===== src/rtl/dram_page_burst.sv =====
module dram_page_burst #(
  parameter int ADDR_W       = 14,
  parameter int DATA_W       = 16,
  parameter int BURST_LEN    = 4,
  parameter bit EDO_MODE     = 1'b0,
  parameter int LEAD_CYC     = 5,
  parameter int FPM_BEAT_CYC = 3,
  parameter int EDO_BEAT_CYC = 2,
  parameter int PRE_CYC      = 3,
  parameter int REF_INTERVAL = 1560
) (
  input  logic                         clk,
  input  logic                         rst_n,
  input  logic                         req_valid,
  output logic                         req_ready,
  input  logic [ADDR_W-1:0]            req_row,
  input  logic [ADDR_W-1:0]            req_col,
  output logic                         dram_ras_n,
  output logic                         dram_cas_n,
  output logic                         dram_we_n,
  output logic [ADDR_W-1:0]            dram_addr,
  input  logic [DATA_W-1:0]            dram_dq,
  output logic                         rsp_valid,
  output logic [DATA_W-1:0]            rsp_data,
  output logic [$clog2(BURST_LEN)-1:0] rsp_beat,
  output logic                         rsp_last
);
  localparam int BEAT_CYC = EDO_MODE ? EDO_BEAT_CYC : FPM_BEAT_CYC;
  localparam int BW       = $clog2(BURST_LEN);
  localparam int WT_W     = $clog2(LEAD_CYC + BEAT_CYC);
  localparam int PC_W     = $clog2(PRE_CYC + 1);
  localparam int TM_W     = $clog2(REF_INTERVAL + 1);

  localparam logic [WT_W-1:0] WT_LEAD = WT_W'(LEAD_CYC - 1);
  localparam logic [WT_W-1:0] WT_BEAT = WT_W'(BEAT_CYC - 1);
  localparam logic [WT_W-1:0] WT_ADDR = WT_W'(2);
  localparam logic [WT_W-1:0] WT_STRB = WT_W'(1);
  localparam logic [PC_W-1:0] PC_INIT = PC_W'(PRE_CYC - 1);
  localparam logic [TM_W-1:0] TM_LAST = TM_W'(REF_INTERVAL - 1);
  localparam logic [BW-1:0]   LAST_B  = BW'(BURST_LEN - 1);

  typedef enum logic [1:0] {S_IDLE, S_READ, S_REFR, S_PRE} state_t;

  state_t            st;
  logic [WT_W-1:0]   wt;
  logic [PC_W-1:0]   pc;
  logic [BW-1:0]     beat;
  logic [ADDR_W-1:0] col_base;
  logic [ADDR_W-1:0] ref_row;
  logic [TM_W-1:0]   tmr;
  logic              ref_pend;
  logic [ADDR_W-1:0] col_cur;

  assign col_cur   = col_base + ADDR_W'(beat);
  assign req_ready = (st == S_IDLE) && !ref_pend;
  assign dram_we_n = 1'b1;

  always_ff @(posedge clk or negedge rst_n) begin
    if (!rst_n) begin
      tmr      <= '0;
      ref_pend <= 1'b0;
    end else begin
      if (st == S_IDLE && ref_pend) ref_pend <= 1'b0;
      if (tmr == TM_LAST) begin
        tmr      <= '0;
        ref_pend <= 1'b1;
      end else begin
        tmr <= tmr + 1'b1;
      end
    end
  end

  always_ff @(posedge clk or negedge rst_n) begin
    if (!rst_n) begin
      st         <= S_IDLE;
      wt         <= '0;
      pc         <= '0;
      beat       <= '0;
      col_base   <= '0;
      ref_row    <= '0;
      dram_ras_n <= 1'b1;
      dram_cas_n <= 1'b1;
      dram_addr  <= '0;
      rsp_valid  <= 1'b0;
      rsp_data   <= '0;
      rsp_beat   <= '0;
      rsp_last   <= 1'b0;
    end else begin
      rsp_valid <= 1'b0;
      rsp_last  <= 1'b0;
      case (st)
        S_IDLE: begin
          if (ref_pend) begin
            st        <= S_REFR;
            dram_addr <= ref_row;
            wt        <= WT_LEAD;
          end else if (req_valid) begin
            st        <= S_READ;
            dram_addr <= req_row;
            col_base  <= req_col;
            beat      <= '0;
            wt        <= WT_LEAD;
          end
        end
        S_REFR: begin
          wt <= wt - 1'b1;
          if (wt == WT_LEAD) dram_ras_n <= 1'b0;
          if (wt == '0) begin
            dram_ras_n <= 1'b1;
            ref_row    <= ref_row + 1'b1;
            pc         <= PC_INIT;
            st         <= S_PRE;
          end
        end
        S_READ: begin
          wt <= wt - 1'b1;
          if (beat == '0 && wt == WT_LEAD) dram_ras_n <= 1'b0;
          if (beat == '0 && wt == WT_ADDR) dram_addr <= col_cur;
          if (!EDO_MODE && beat != '0 && wt == WT_BEAT) dram_addr <= col_cur;
          if (wt == WT_STRB) dram_cas_n <= 1'b0;
          if (wt == '0) begin
            dram_cas_n <= 1'b1;
            rsp_valid  <= 1'b1;
            rsp_data   <= dram_dq;
            rsp_beat   <= beat;
            rsp_last   <= (beat == LAST_B);
            if (beat == LAST_B) begin
              dram_ras_n <= 1'b1;
              pc         <= PC_INIT;
              st         <= S_PRE;
            end else begin
              beat <= beat + 1'b1;
              wt   <= WT_BEAT;
              if (EDO_MODE) dram_addr <= col_cur + 1'b1;
            end
          end
        end
        S_PRE: begin
          if (pc <= PC_W'(1)) st <= S_IDLE;
          else pc <= pc - 1'b1;
        end
        default: st <= S_IDLE;
      endcase
    end
  end
endmodule



===== config.mk =====
export PLATFORM = sky130hd
export DESIGN_NAME = dram_page_burst
export DESIGN_NICKNAME = d
export VERILOG_FILES = /design/src/rtl/dram_page_burst.sv
export SDC_FILE = /design/constraint.sdc
export NUM_CORES = 1
export LEC_CHECK = 0
export BUFFER_PORTS_ARGS = -buffer_cell sky130_fd_sc_hd__buf_2
export CAP_MARGIN = 5
export CORE_MARGIN = 8
export CORE_UTILIZATION = 35
export CTS_CLUSTER_DIAMETER = 80
export DETAILED_ROUTE_END_ITERATION = 6
export PLACE_DENSITY = 0.69
export SYNTH_ARGS = -nofsm -noshare
export SYNTH_HDL_FRONTEND = slang
export SYNTH_SLANG_ARGS = --single-unit

===== constraint.sdc =====
create_clock -name clk -period 1.9 [get_ports clk]
set_input_delay 0.285 -clock clk [delete_from_list [all_inputs] [get_ports clk]]
set_output_delay 0.285 -clock clk [all_outputs]
set_load 0.03 [all_outputs]

==> metrics.yaml <==
run_status:
  status: "complete, no violations"
placed_design:
  gp_congestion: 0.8242
  post-dp-hpwl_um: 7773
  port_buffers: 83
  pre_cts_slack_ns: -0.04200
critical_path:
  cp.arrival_ns: 2.12
  critical-path-slowest-cell: "or3_1"
  cp_max_fo: 7
  worstSetupStartpointType: "flop"
  path_cells: "ha_2 -> inv_2 -> fa_2 -> nand4b_4 -> or3_1 -> a31o_1 -> o21ai_2"
  max_stage_delay_ns: 0.37
  path_class: "flop to flop"
  end_kind: "flop"
  cp_data_required_time_ns: 2.17
die:
  core-area_um2: 12060
  ioPinCount: 85
  dieArea_um2: 16230
  placementRows: 40
  die_h_um: 127.4
  die_w_um: 127.4
  start_util_pct: 36.01
sta:
  timing.final.crit_period_ns: 1.852
  hold_viol: 0
  max_freq_mhz: 540.1
  final-max-slew-violation-count: 0
  fin_hold_ws_ns: 0.1704
  rsz0062_at_grt: "yes"
  final.period_utilization_pct: 97.45
  setup_viol: 0
  setup_ws_ns: 0.04837
  finClkSkew_ns: 0.007476
cts:
  root_buffer: "clkbuf_16"
  worstSkewPairLatency_ns: 0.33
  cts_buffers: 9
  htree_num_levels: 3
  cts.sinks: 85
  clock_tree.buffer_depth: 2
  cts_tree: "yes"
  clk_pin_slew_ns: 0.06
synthesis:
  synth_warnings: 0
  syn_inst: 390
  synth_top_cell_by_area: "dfrtp_1"
  ys_async_sr_fraction_pct: 100.0
  dominantRegCellSynth: "dfrtp_1"
  ys_types: 65
  synth_top_area_share_pct: 47.82
  synthTopCellsByArea: "dfrtp_1, mux2_2, ha_1, xnor2_1, nand2_1"
  syn_area_um2: 4343
  yosysSeqAreaShare_pct: 49.03
  synth_edf_count: 0
  syn_nets: 454
  synth.avg_cell_area_um2: 11.14
  ys_seq_elements: 85
grt:
  grt_pass1_wl_um: 16760
  grt_max_degree: 39
  track_usage_pct: 12.77
  grt_pass1_vias: 3330
  gr-total-overflow: 0
  antenna_found_initial: 0
finish:
  ff_latch_area_um2: 2130
  fillCellCount: 1128
  num-nets-final: 562
  diodes: 0
  drive_gt1_share_pct: 35.73
  area_growth_pct: 27.17
  multiInputGateArea_um2: 2143
  fin_util_pct: 45.79
routing:
  drt_pass1_iterations: 4
  route.detailed.drc: 0
  ant_nets: 0
  drt_wl_total_um: 10210
  first_iter_violations: 95
  via_count: 3307
  vias_per_cell: 4.943
  wl_per_cell_um: 15.26
job:
  cap_viol_max_count: 0
pwr:
  leakagePower_nw: 2.475
  ir_worst_vdd_v: 0.0008311
  p_per_area_nw_per_um2: 1680
hold_path:
  hold_path.class: "input port to flop"
layer usage:
layer | vias up | GRT usage, % | share of wire, %
li1 | 1593 | - | -
met1 | 1602 | 15.68 | 43
met2 | 102 | 21.05 | 49
met3 | 10 | 4.035 | 6.9
met4 | 0 | 3.779 | 1.1
met5 | - | 0 | 0
cell families after synthesis:
group	after synthesis	share of synthesized area (%)
AOI/OAI and AO/OA	65	10.75
other	1	0.08635
buffers and inverters	34	3.342
muxes	43	10.98
xor gates and xnor gates	28	5.647
and+or+nand+nor	117	15.10
DFF	85	49.03
adders and majority gates	17	5.071
Yosys cell counts (3+ instances only):
cell,n
inv_1,21
xor2_1,7
nor3_1,7
or3_1,4
xnor2_1,21
nand4_1,6
nor2b_1,6
nor2_1,17
o21ai_0,15
mux2i_1,6
a21oi_1,5
a211oi_1,5
nand2_1,39
ha_1,16
a31oi_1,3
mux2_1,7
nand2b_1,6
nand3b_1,3
buf_2,8
o31ai_1,4
mux2_2,30
nand3_1,10
o22ai_1,3
nor4_2,3
nor4_1,4
dfrtp_1,83
worst max-delay path, delay by kind of cell, from the launching register on:
kind / cells / cell delay, ns
buffers and inverters: 1 / 0.04
adder cells (fa/ha/maj): 2 / 0.52
AND/OR/NAND/NOR: 2 / 0.59
AO/OA/AOI/OAI: 2 / 0.29
flip-flops: 1 / 0.35
metrics by stage:
| step | cells | TNS [ns] | power, mW | cell area, µm² |
|---|---|---|---|---|
| after floorplan | 390 | 0 | 5.955 | 4352 |
| after global placement | 651 | 0 | 7.218 | 5120 |
| after detailed placement | 651 | -0.1020 | 7.366 | 5120 |
| after CTS | 666 | 0 | 9.210 | 5449 |
| after global routing | 669 | -0.1314 | 9.915 | 5523 |
| final | 669 | 0 | 9.280 | 5523 |
sequential cells by signal, summed over array words and instances, names as in the netlist:
signal and count:
beat 2, col_base 14, dram_addr 14, dram_cas_n 1, dram_ras_n 1, pc 2
ref_pend 1, ref_row 14, rsp_beat 2, rsp_data 16, rsp_last 1, rsp_valid 1
st 2, tmr 11, wt 3
power by group:
| group | switching, mW | total, mW | internal, mW |
|---|---|---|---|
| clock network | 0.650 | 1.76 | 1.11 |
| registers | 0.535 | 3.00 | 2.47 |
| logic | 2.58 | 4.51 | 1.93 |
| total | 3.77 | 9.28 | 5.51 |
timing repair:
item,CTS,global route
endpoints found under the setup margin,5,24
buffers inserted,0,3
hold buffers,1,0
pin swaps,0,4
gates resized for setup,5,10
endpoints found under the hold margin,28,0
cell usage in the layout, fill, tap and decap left out, types with 3 or more instances in the layout:
cell type  instances
buf_4             23
a211oi_1           5
nand2_1           39
clkbuf_8           3
dfrtp_1           83
or3_1              4
nand3b_1           3
o22ai_1            3
ha_2               3
nor3_1             7
mux2_2            30
nand4_1            6
mux2i_1            6
nor4_1             4
mux2_1             7
nand2b_1           6
a31oi_1            3
a21oi_1            5
ha_1              11
nor2_1            17
buf_12             3
buf_2             82
nand3_1           10
o21ai_0           15
nor2b_1            6
o31ai_1            4
clkbuf_16          9
xnor2_1           21
xor2_1             7
inv_1             20
area by class of cell:
cell class	count	area share (%)
clock buffer	13	4.894
clock inverter	1	0.5437
inverter	22	1.563
multi-input combinational	271	38.81
sequential	85	38.56
tap	168	3.806
timing repair buffer	109	11.83
path summary, 6_finish.rpt:
path,from,to,slack [ns],cells past startpoint
max,col_base[0]$_DFFE_PN0P_,dram_addr[6]$_DFFE_PN0P_,0.05,7
min,dram_dq[10],rsp_data[10]$_DFFE_PN0P_,0.17,2
max reg2reg,col_base[0]$_DFFE_PN0P_,dram_addr[6]$_DFFE_PN0P_,0.05,7
min reg2reg,dram_addr[2]$_DFFE_PN0P_,dram_addr[2]$_DFFE_PN0P_,0.47,2
max in group asynchronous,rst_n,ref_row[13]$_DFFE_PN0P_,0.83,3
min in group asynchronous,rst_n,rsp_data[13]$_DFFE_PN0P_,0.44,2
Note: power is estimated with default switching activity, not from simulation.
